## config.mk

```make
export PLATFORM = sky130hd
export DESIGN_NAME = dafir_fir
export DESIGN_NICKNAME = d
export VERILOG_FILES = /design/src/rtl/dafir_pkg.sv /design/src/rtl/dafir_lut.sv /design/src/rtl/dafir_plane.sv /design/src/rtl/dafir_fir.sv
export SDC_FILE = /design/constraint.sdc
export NUM_CORES = 1
export LEC_CHECK = 0
export BUFFER_PORTS_ARGS = -buffer_cell sky130_fd_sc_hd__buf_4
export CAP_MARGIN = 0
export CELL_PAD_IN_SITES_DETAIL_PLACEMENT = 1
export CELL_PAD_IN_SITES_GLOBAL_PLACEMENT = 2
export CORE_UTILIZATION = 30
export CTS_CLUSTER_SIZE = 12
export DETAILED_ROUTE_END_ITERATION = 16
export PLACE_DENSITY_LB_ADDON = 0.1
export SYNTH_ARGS = -nofsm -noshare
export SYNTH_HDL_FRONTEND = slang
export SYNTH_SLANG_ARGS = --single-unit
export TNS_END_PERCENT = 30
```

## constraint.sdc

```tcl
create_clock -name clk -period 19.7 [get_ports clk]
set_input_delay 1.97 -clock clk [delete_from_list [all_inputs] [get_ports clk]]
set_output_delay 1.97 -clock clk [all_outputs]
set_load 0.02 [all_outputs]
```

## src/rtl/dafir_pkg.sv

```systemverilog
package dafir_pkg;

    typedef enum logic [1:0] {
        ST_IDLE  = 2'd0,
        ST_SLICE = 2'd1,
        ST_EMIT  = 2'd2
    } dafir_state_e;

endpackage

```

## src/rtl/dafir_lut.sv

```systemverilog
// Partial-sum table for one tap group: entry a holds the sum of the
// coefficients whose address bit is set in a.
module dafir_lut #(
    parameter int unsigned CW   = 12,
    parameter int unsigned PART = 4,
    parameter int unsigned LW   = 15,
    parameter logic [PART*CW-1:0] PCOEF = '0
) (
    input  logic [PART-1:0]        addr,
    output logic signed [LW-1:0]   value
);
    localparam int unsigned DEPTH = 1 << PART;

    function automatic logic signed [LW-1:0] entry(input int unsigned a);
        logic signed [LW-1:0] s;
        s = '0;
        for (int t = 0; t < int'(PART); t++) begin
            if (a[t]) begin
                s = s + LW'($signed(PCOEF[t*CW +: CW]));
            end
        end
        return s;
    endfunction

    logic signed [LW-1:0] rom [DEPTH];

    for (genvar a = 0; a < int'(DEPTH); a++) begin : g_ent
        assign rom[a] = entry(a);
    end

    assign value = rom[addr];

endmodule

```

## src/rtl/dafir_plane.sv

```systemverilog
// One bit plane: gathers bit bidx of every tap, looks up each group and
// adds the group partial sums.
module dafir_plane #(
    parameter int unsigned DATA_W = 12,
    parameter int unsigned NTAPS  = 8,
    parameter int unsigned PART   = 4,
    parameter int unsigned CW     = 12,
    parameter int unsigned LW     = 15,
    parameter int unsigned ACC_W  = 27,
    parameter int unsigned IW     = 4,
    parameter logic [NTAPS*CW-1:0] COEFS = '0
) (
    input  logic [NTAPS*DATA_W-1:0]  taps,
    input  logic [IW-1:0]            bidx,
    output logic signed [ACC_W-1:0]  psum
);
    localparam int unsigned NPART = NTAPS / PART;

    logic signed [LW-1:0] grp_val [NPART];

    for (genvar p = 0; p < int'(NPART); p++) begin : g_grp
        logic [PART-1:0] addr;
        always_comb begin
            for (int t = 0; t < int'(PART); t++) begin
                addr[t] = taps[(p*PART + t)*DATA_W + int'(bidx)];
            end
        end
        dafir_lut #(
            .CW   (CW),
            .PART (PART),
            .LW   (LW),
            .PCOEF(COEFS[p*PART*CW +: PART*CW])
        ) u_lut (
            .addr (addr),
            .value(grp_val[p])
        );
    end

    always_comb begin
        psum = '0;
        for (int p = 0; p < int'(NPART); p++) begin
            psum = psum + ACC_W'(grp_val[p]);
        end
    end

endmodule

```

## src/rtl/dafir_fir.sv

```systemverilog
module dafir_fir
    import dafir_pkg::*;
#(
    parameter int unsigned DATA_W     = 12,
    parameter int unsigned CW         = 12,
    parameter int unsigned NTAPS      = 8,
    parameter int unsigned PART       = 4,
    parameter int unsigned RADIX_BITS = 2,
    parameter logic [NTAPS*CW-1:0] COEFS = {
        12'sd33, -12'sd90, 12'sd700, -12'sd2048,
        12'sd2047, 12'sd1023, -12'sd300, 12'sd150},
    localparam int unsigned OUT_W = CW + DATA_W + $clog2(NTAPS)
) (
    input  logic                     clk,
    input  logic                     rst_n,
    input  logic                     in_en,
    input  logic signed [DATA_W-1:0] in_data,
    output logic                     out_valid,
    output logic signed [OUT_W-1:0]  out_data
);
    localparam int unsigned NSLICE = DATA_W / RADIX_BITS;
    localparam int unsigned LW     = CW + $clog2(PART) + 1;
    localparam int unsigned IW     = $clog2(DATA_W);
    localparam int unsigned SCW    = $clog2(NSLICE + 1);
    localparam int unsigned LINE_W = NTAPS * DATA_W;

    if ((NTAPS % PART) != 0) begin : g_bad_part
        $error("NTAPS must be a multiple of PART");
    end
    if ((DATA_W % RADIX_BITS) != 0) begin : g_bad_radix
        $error("DATA_W must be a multiple of RADIX_BITS");
    end

    dafir_state_e               state_q, state_d;
    logic [LINE_W-1:0]          taps_q;
    logic [SCW-1:0]             slice_q;
    logic signed [OUT_W-1:0]    acc_q;
    logic signed [OUT_W-1:0]    slice_sum;
    logic signed [OUT_W-1:0]    plane_sum [RADIX_BITS];
    logic                       accept;

    assign accept = in_en && (state_q == ST_IDLE || state_q == ST_EMIT);

    // One plane (table set) per bit handled in a clock.
    for (genvar j = 0; j < int'(RADIX_BITS); j++) begin : g_plane
        logic [IW-1:0] bidx;
        always_comb begin
            bidx = IW'(int'(DATA_W) - int'(RADIX_BITS) * (int'(slice_q) + 1) + j);
        end
        dafir_plane #(
            .DATA_W(DATA_W),
            .NTAPS (NTAPS),
            .PART  (PART),
            .CW    (CW),
            .LW    (LW),
            .ACC_W (OUT_W),
            .IW    (IW),
            .COEFS (COEFS)
        ) u_plane (
            .taps(taps_q),
            .bidx(bidx),
            .psum(plane_sum[j])
        );
    end

    // Weight planes inside the slice; the sign bit plane is subtracted.
    always_comb begin
        slice_sum = '0;
        for (int j = 0; j < int'(RADIX_BITS); j++) begin
            if (slice_q == '0 && j == int'(RADIX_BITS) - 1) begin
                slice_sum = slice_sum - (plane_sum[j] <<< j);
            end else begin
                slice_sum = slice_sum + (plane_sum[j] <<< j);
            end
        end
    end

    // State register
    always_ff @(posedge clk or negedge rst_n) begin
        if (!rst_n) begin
            state_q <= ST_IDLE;
        end else begin
            state_q <= state_d;
        end
    end

    // Next state
    always_comb begin
        state_d = state_q;
        unique case (state_q)
            ST_IDLE:  if (in_en) state_d = ST_SLICE;
            ST_SLICE: if (slice_q == SCW'(NSLICE - 1)) state_d = ST_EMIT;
            ST_EMIT:  state_d = in_en ? ST_SLICE : ST_IDLE;
            default:  state_d = ST_IDLE;
        endcase
    end

    // Delay line, slice counter and MSB-first shift accumulator
    always_ff @(posedge clk or negedge rst_n) begin
        if (!rst_n) begin
            taps_q  <= '0;
            slice_q <= '0;
            acc_q   <= '0;
        end else if (accept) begin
            taps_q  <= {taps_q[LINE_W-DATA_W-1:0], in_data};
            slice_q <= '0;
            acc_q   <= '0;
        end else if (state_q == ST_SLICE) begin
            acc_q   <= (acc_q <<< RADIX_BITS) + slice_sum;
            slice_q <= slice_q + 1'b1;
        end
    end

    // Outputs
    always_ff @(posedge clk or negedge rst_n) begin
        if (!rst_n) begin
            out_valid <= 1'b0;
            out_data  <= '0;
        end else begin
            out_valid <= (state_q == ST_EMIT);
            if (state_q == ST_EMIT) begin
                out_data <= acc_q;
            end
        end
    end

    // Assertions
    p_valid_after_emit_r4: assert property (@(posedge clk) disable iff (!rst_n)
        out_valid |-> ($past(state_q) == ST_EMIT));

    p_slice_range_r4: assert property (@(posedge clk) disable iff (!rst_n)
        (state_q == ST_SLICE) |-> (slice_q < SCW'(NSLICE)));

    p_single_pulse_r5: assert property (@(posedge clk) disable iff (!rst_n)
        out_valid |=> !out_valid);

    p_busy_ignore_r6: assert property (@(posedge clk) disable iff (!rst_n)
        (state_q == ST_SLICE && in_en) |=> $stable(taps_q));

    p_hold_result_r8: assert property (@(posedge clk) disable iff (!rst_n)
        !$stable(out_data) |-> out_valid);

endmodule

```

==> results of run 1 <==
Yosys cell counts, types with 8 or more instances:
cell,number
nand2_1,352
dfrtp_1,156
ha_1,104
a21oi_1,67
xnor2_1,58
nor2_1,54
o21ai_0,51
inv_1,46
clkbuf_1,35
mux2_2,34
mux4_2,33
a21o_1,32
xor2_1,24
mux2i_1,21
nor2b_1,16
o21ai_1,15
nor3_1,12
o31ai_1,12
nand2b_1,11
a211oi_1,10
o21a_1,10
o21bai_1,10
buf_2,9
nand3_1,9
and3_1,8
sequential cells by signal, summed over array words and instances, names as in the netlist:
| name | cells |
|---|---|
| out_data | 27 |
| acc_q | 27 |
| out_valid | 1 |
| state_q | 2 |
| taps_q | 96 |
| slice_q | 3 |
tightest hold or removal path, stage by stage, from the launching register on:
cell	delay [ns]
dfrtp_1	0.34
nand2_1	0.05
nand2_1	0.05
worst max path at each step:
stage	start	end	cells after the start	slack [ns]
after floorplan	slice_q[0]	acc_q[22]	40	9.45
after global placement	slice_q[0]	acc_q[26]	39	9.12
after detailed placement	slice_q[0]	acc_q[26]	38	8.86
after CTS	slice_q[0]	acc_q[24]	38	8.81
after global routing	slice_q[0]	acc_q[22]	38	7.78
final	slice_q[0]	acc_q[24]	38	8.97
per-layer routing:
layer  track usage  vias to the layer above
met1         0.218                     4505
met2         0.311                       69
li1              -                     4542
met3        0.0239                       32
met5             0                        -
met4        0.0533                        0
area by class of cell:
class | count | area (um^2)
repair buffers | 56 | 424
clock inverters | 12 | 129
well taps | 511 | 639
multi-input cells | 1035 | 7370
clock buffers | 20 | 457
inverters | 47 | 176
flip-flops and latches | 156 | 3910
fillers | 4426 | 24800
stage by stage:
step                      hold WS [ns]  cell area [um^2]
after floorplan                  0.440             11600
after global placement           0.470             12500
after detailed placement         0.470             12500
after CTS                        0.487             13100
after global routing             0.507             13100
final                            0.481             13100
logic make-up after synthesis:
logic type | synth area share
AND/OR/NAND/NOR | 0.175
AO/OA/AOI/OAI | 0.155
flip-flops | 0.336
adder cells (fa/ha/maj) | 0.119
buffers and inverters | 0.0332
multiplexers | 0.117
XOR/XNOR | 0.0652
==> out/metrics.cfg, run 1 <==
[place]
dpl.hpwl_mm=25.0
gp_routability_congestion=0.810
dp.cells=1805
pre_cts_slack_ns=8.86
numPortBuffers=42

[worst_setup_path]
critPathKind=flip-flop to flip-flop
critPathCaptureType=flip-flop
path_max_fanout=46
crit_path_start_kind=flip-flop
required_ns=20.02
r2r_setup_slack_ns=8.97
crit_buf_inv=6
slowest_stage=xnor2_1
r2r-start=slice_q[0]
r2r-end=acc_q[24]
slowest_delay_ns=0.71
ff2ff_path_depth=38
path_delay_family=compound AO/OA/AOI/OAI gates
cp.arrival_ns=11.05
crit_top_cell=ha_1

[hold_path]
hp-start=taps_q[88]
holdPathStages=2
hold_end=taps_q[88]
hp-class=flip-flop to flip-flop

[layout]
final_common_cell=nand2_1
drive_gt1_frac=0.137
diodes=0
mostFrequentLayoutCells=352 x nand2_1, 155 x dfrtp_1, 104 x ha_1, 67 x a21oi_1, 57 x xnor2_1
stdcell_count=1837
fin_util=0.345
fin_nets=1436
area_growth_pct=12.6

[synthesis]
synth_ff_type=dfrtp_1
synth_area_um2=11600
postSynthCellCount=1290
yosysWarnings=0
async_flop_share=1.00
synth_edf_count=0
synth_area_per_cell_um2=9.01
synth_area_leaders=dfrtp_1 34%, nand2_1 11%, ha_1 11%, mux4_2 6.4%, xnor2_1 4.4%
synth_cell_types=78
synth_top_area_cell=dfrtp_1
syn_nets=1413
ys_ff_latch=156
synth.top_cell.area_share=0.336
ys_seq_area_frac=0.336

[sta]
drv_slew=0
finalSetupViolCount=0
fin_crit_ns=10.73
hold_violations=0
finalCritPeriodShare=0.545
fmaxAchievable_mhz=93.2
slew_headroom=0.375
setup_slack_ns=8.97
rsz0062_at_grt=false
clock_skew_ns=0.0123
fin_setup_tns_ns=0
tightest_slew_ns=0.937

[floorplan]
ios=43
die_w_um=199
rows=71
core_area_um2=37900
die_area_um2=39600
die_y_um=199
initial_core_util=0.307

[global_routing]
grt_pass1_wl_mm=53.7
antenna_found_initial=0
grt.total_usage=0.175
grt_max_degree=74
overflow=0
grt_pass1_vias=9774

[cts]
tritoncts=done
cts_buffers=17
postCtsHoldBufs=0
htreeDepth=4
cts_num_sinks=156
clock-root-buffer=clkbuf_16
post_cts_buffers=0
clockBufferDepth=2
path_clk_slew_ns=0.07
clk_latency_ns=0.45
cts-resized-gates=0

[route]
drt_iter0_markers=303
top_layer=met4
wl_met3_um=602
route.met2.wl_mm=16.5
ant_nets=0
detail_route.vias_per_cell=4.98
vias=9148
drt_pre_antenna_iters=4
routed_wl_mm=32.7
wl_per_cell_um=17.8
met1Wirelength_mm=15.0
drc_errors=0

[run]
drv_cap=0

[run_status]
outcome=finished, final reports clean

Power of run 1 is left out: the tool's default activity adds up to more than one toggle a clock period on the data nets, which glitch-free logic cannot reach.
==> run 2, diff against run 1 <==
==> constraint.sdc (replaced) <==
create_clock -name clk -period 9.2 [get_ports clk]
set_input_delay 0.92 -clock clk [delete_from_list [all_inputs] [get_ports clk]]
set_output_delay 0.92 -clock clk [all_outputs]
set_load 0.02 [all_outputs]
==> out/metrics.cfg, run 2 (synthesis results as in run 1) <==
[worst_setup_path]
critPathKind=flip-flop to flip-flop
r2r_setup_slack_ns=0.56  ; -8.42 ns
crit_start=slice_q[0]
ff2ff_path_depth=31  ; -18%
endpoint=acc_q[22]
r2r-start=slice_q[0]
crit_path_start_kind=flip-flop
crit_top_cell=ha_1
r2r-end=acc_q[22]
slowest_delay_ns=0.60  ; -0.11 ns
cp.arrival_ns=8.97  ; -2.08 ns
critPathCaptureType=flip-flop
slowest_stage=mux4_2
required_ns=9.53  ; -10.49 ns
path_max_fanout=6  ; -87%

[place]
pre_cts_slack_ns=0.172  ; -8.69 ns
gp_routability_congestion=0.788  ; -2.7%
numPortBuffers=42  ; unchanged
place_area_um2=12600  ; +0.77%
dpl.hpwl_mm=25.4  ; +1.6%

[cts]
cts_num_sinks=156  ; unchanged
clockBufferDepth=2  ; unchanged
clock-root-buffer=clkbuf_16
cts_buffers=17  ; unchanged
tritoncts=done
path_clk_slew_ns=0.07  ; about the same
postCtsHoldBufs=0  ; unchanged
clk_latency_ns=0.45  ; about the same
htreeDepth=4  ; unchanged

[layout]
reg_top3=taps_q (96), acc_q (27), out_data (27)
drive_gt1_frac=0.156  ; +0.0199
design_area_um2=13300  ; +1.6%
mostFrequentLayoutCells=352 x nand2_1, 155 x dfrtp_1, 103 x ha_1, 64 x a21oi_1, 62 x buf_4
final_common_cell=nand2_1
largest_reg_flops=96  ; unchanged
fin_util=0.351  ; +0.00557
area_growth_pct=14.5
diodes=0  ; unchanged
fin_nets=1446  ; +0.70%
regMostFlops=taps_q

[route]
drt_iter0_markers=353  ; +17%
drt_pre_antenna_iters=4  ; unchanged
route.met2.wl_mm=17.7  ; +7.1%
met1Wirelength_mm=15.1  ; +0.99%
drc_errors=0  ; unchanged
wl_met3_um=557  ; -7.5%
top_layer=met4
routed_wl_mm=33.7  ; +3.1%
detail_route.vias_per_cell=4.98  ; about the same
vias=9206  ; +0.63%
wl_per_cell_um=18.2  ; +2.5%
ant_nets=0  ; unchanged

[sta]
tightest_slew_ns=0.888  ; -0.0489 ns
fin_setup_tns_ns=0  ; unchanged
hold_violations=0  ; unchanged
slew_headroom=0.405  ; +0.0299
clock_skew_ns=0.0125  ; +0.000246 ns
fmaxAchievable_mhz=116  ; +24%
drv_slew=0  ; unchanged
setup_slack_ns=0.557  ; -8.42 ns
fin_crit_ns=8.64  ; -2.08 ns
finalSetupViolCount=0  ; unchanged
finalCritPeriodShare=0.940  ; +0.395

[global_routing]
grt_pass1_vias=9712  ; -0.63%
grt_max_degree=76  ; +2.7%
grt.total_usage=0.179  ; +0.00393
overflow=0  ; unchanged
grt_pass1_wl_mm=54.5  ; +1.4%
antenna_found_initial=0  ; unchanged

[run_status]
outcome=finished, final reports clean

[floorplan]
ios=43  ; unchanged
rows=71  ; unchanged
die_w_um=199  ; unchanged
die_y_um=199  ; unchanged
initial_core_util=0.307  ; unchanged
die_area_um2=39600  ; unchanged
core_area_um2=37900  ; unchanged

[hold_path]
hp-class=input port to async pin

[run]
drv_cap=0  ; unchanged

-- run 2: cell count changes in the layout (fill, tap and decap cells not counted), sizes merged --
cell      before  now
buf           56   66
bufinv         1    2
clkinv         3    6
clkinvlp       3    0
inv           52   51
-- run 2: cell type report --
cell class | count | area (um^2)
inverters | 47 | 176
clock inverters | 12 | 133
well taps | 511 | 639
fillers | 4471 | 24600
clock buffers | 20 | 457
multi-input cells | 1035 | 7470
repair buffers | 66 | 528
flip-flops and latches | 156 | 3910
-- run 2: worst max-delay path, delay by kind of cell, from the launching register on --
family | cells | cell delay (ns)
muxes | 2 | 0.88
DFF | 1 | 0.44
xor gates and xnor gates | 3 | 0.61
adders and majority gates | 6 | 2.19
and+or+nand+nor | 7 | 1.47
buffers and inverters | 2 | 0.23
AOI/OAI and AO/OA | 11 | 2.69
-- run 2: worst min-delay path by stage --
stage               startpoint           end  slack [ns]  depth (start not counted)
floorplan           taps_q[90]    taps_q[90]        0.44                          2
global placement    taps_q[88]    taps_q[88]        0.46                          2
detailed placement  taps_q[90]    taps_q[90]        0.47                          2
CTS                      rst_n  out_data[17]        0.44                          1
global route             rst_n  out_data[17]        0.47                          1
finish                   rst_n  out_data[17]        0.44                          1
-- run 2: timing repair --
action	4_1_cts	5_1_grt
resized for setup	0	15
setup endpoints to repair	0	8
setup buffers	0	3
-- run 2: through the flow --
step	cells	hold slack, ns
floorplan	1290	0.440
global placement	1812	0.456
detailed placement	1812	0.468
CTS	1844	0.444
global route	1847	0.466
finish	1847	0.441
-- run 2: layer usage --
metal  vias to the layer above  GRT usage
li1                       4575          -
met1                      4557      0.218
met5                         -          0
met4                         0     0.0373
met2                        59      0.331
met3                        15     0.0254
Power of run 2 is left out for the same reason.
==> run 3, diff against run 2 <==
==> constraint.sdc (replaced) <==
create_clock -name clk -period 10.2 [get_ports clk]
set_input_delay 1.02 -clock clk [delete_from_list [all_inputs] [get_ports clk]]
set_output_delay 1.02 -clock clk [all_outputs]
set_load 0.02 [all_outputs]
==> out/metrics.cfg, run 3 (synthesis results as in run 1) <==
[run_status]
outcome=finished, final reports clean

[sta]
slew_headroom=0.355  ; -0.0495
hold_violations=0  ; unchanged
fin_setup_tns_ns=0  ; unchanged
tightest_slew_ns=0.962  ; +0.0740 ns
clock_skew_ns=0.0154  ; +0.00285 ns
finalSetupViolCount=0  ; unchanged
finalCritPeriodShare=0.905  ; -0.0343
rsz0062_at_grt=false
setup_slack_ns=0.967  ; +0.410 ns
fin_crit_ns=9.23  ; +0.590 ns
drv_slew=0  ; unchanged
fmaxAchievable_mhz=108  ; -6.4%
holdWs_ns=0.435  ; -0.00597 ns

[cts]
clock-root-buffer=clkbuf_16
path_clk_slew_ns=0.08  ; about the same
tritoncts=done
htreeDepth=4  ; unchanged
cts_buffers=17  ; unchanged
clockBufferDepth=2  ; unchanged
postCtsHoldBufs=0  ; unchanged
cts_num_sinks=156  ; unchanged
clk_latency_ns=0.47  ; +0.02 ns

[floorplan]
rows=71  ; unchanged
die_w_um=199  ; unchanged
core_area_um2=37900  ; unchanged
die_y_um=199  ; unchanged
initial_core_util=0.307  ; unchanged
die_area_um2=39600  ; unchanged
ios=43  ; unchanged

[worst_setup_path]
critPathKind=flip-flop to flip-flop
required_ns=10.59  ; +1.06 ns
slowest_stage=nor4b_1
crit_top_cell=ha_1
path_max_fanout=9  ; +3
slowest_delay_ns=0.54  ; -0.06 ns
critPathCaptureType=flip-flop
cp.arrival_ns=9.62  ; +0.65 ns
crit_path_start_kind=flip-flop

[global_routing]
grt.total_usage=0.176  ; -0.00270
grt_pass1_wl_mm=53.6  ; -1.5%
overflow=0  ; unchanged
antenna_found_initial=0  ; unchanged
grt_max_degree=80  ; +5.3%
grt_pass1_vias=9731  ; +0.20%

[place]
dpl.hpwl_mm=24.8  ; -2.4%
numPortBuffers=42  ; unchanged
gp_routability_congestion=0.792  ; +0.46%
dp.cells=1807  ; -0.28%
pre_cts_slack_ns=0.761  ; +0.589 ns

[layout]
drive_gt1_frac=0.139  ; -0.0171
stdcell_count=1839  ; -0.43%
fin_nets=1438  ; -0.55%
diodes=0  ; unchanged
reg_top3=taps_q (96), acc_q (27), out_data (27)
final_common_cell=nand2_1
mostFrequentLayoutCells=352 x nand2_1, 155 x dfrtp_1, 104 x ha_1, 67 x a21oi_1, 57 x xnor2_1
fill_cells=4426  ; -1.0%
area_growth_pct=13.1
largest_reg_flops=96  ; unchanged
regMostFlops=taps_q

[route]
detail_route.vias_per_cell=4.96  ; -0.43%
drc_errors=0  ; unchanged
routed_wl_mm=32.6  ; -3.2%
drt_iter0_markers=341  ; -3.4%
ant_nets=0  ; unchanged
drt_pre_antenna_iters=4  ; unchanged
vias=9127  ; -0.86%
wl_per_cell_um=17.7  ; -2.8%

[hold_path]
hp-class=input port to async pin

[run]
drv_cap=0  ; unchanged

==> run 3: changes by cell type in the layout (fill, tap and decap cells not counted), sizes merged <==
cell / before / now
clkbuf: 20 / 17
inv: 51 / 53
bufinv: 2 / 3
buf: 66 / 58
clkinv: 6 / 4
clkinvlp: 0 / 2
==> run 3: cell type report <==
cell class                 count  area [um^2]  share of cell area
clock inverter                15          186              0.0142
tap                          511          639              0.0486
sequential                   156         3910               0.297
inverter                      47          176              0.0134
clock buffer                  17          425              0.0324
timing repair buffer          58          443              0.0337
multi-input combinational   1035         7370               0.561
==> run 3: through the flow <==
| stage | util | area [um^2] |
|---|---|---|
| 6_report | 0.347 | 13100 |
| 3_5_place_dp | 0.330 | 12500 |
| 3_3_place_gp | 0.330 | 12500 |
| 2_1_floorplan | - | 11600 |
| 4_1_cts | 0.346 | 13100 |
| 5_1_grt | 0.347 | 13100 |
==> run 3: critical path, delay by kind of cell, from the launching register on <==
family	cells	cell delay [ns]
buf+inv	4	0.42
compound gates	13	2.97
fa+ha+maj	6	2.28
xor+xnor	3	0.55
flops	1	0.41
simple gates	10	2.52
==> run 3: worst paths after layout <==
check	start	to	slack (ns)	cells past startpoint
worst max-delay path	slice_q[0]	acc_q[25]	0.97	36
worst min-delay path	rst_n	out_data[18]	0.44	1
worst max register to register	slice_q[0]	acc_q[25]	0.97	36
worst min register to register	acc_q[26]	acc_q[26]	0.48	2
max in group asynchronous	rst_n	taps_q[3]	7.73	3
min in group clk	acc_q[26]	acc_q[26]	0.48	2
==> run 3: layer usage <==
metal / wire [um] / GRT usage
met1: 14600 / 0.209
met2: 16900 / 0.322
met5: 0 / 0
met3: 528 / 0.0288
met4: 572 / 0.0558
==> run 3: timing repair <==
| action | CTS | global route |
|---|---|---|
| hold endpoints to repair | 0 | 0 |
| buffers inserted | 0 | 0 |
| setup endpoints to repair | 0 | 2 |
| resized for setup | 0 | 1 |
Power of run 3 is left out for the same reason.
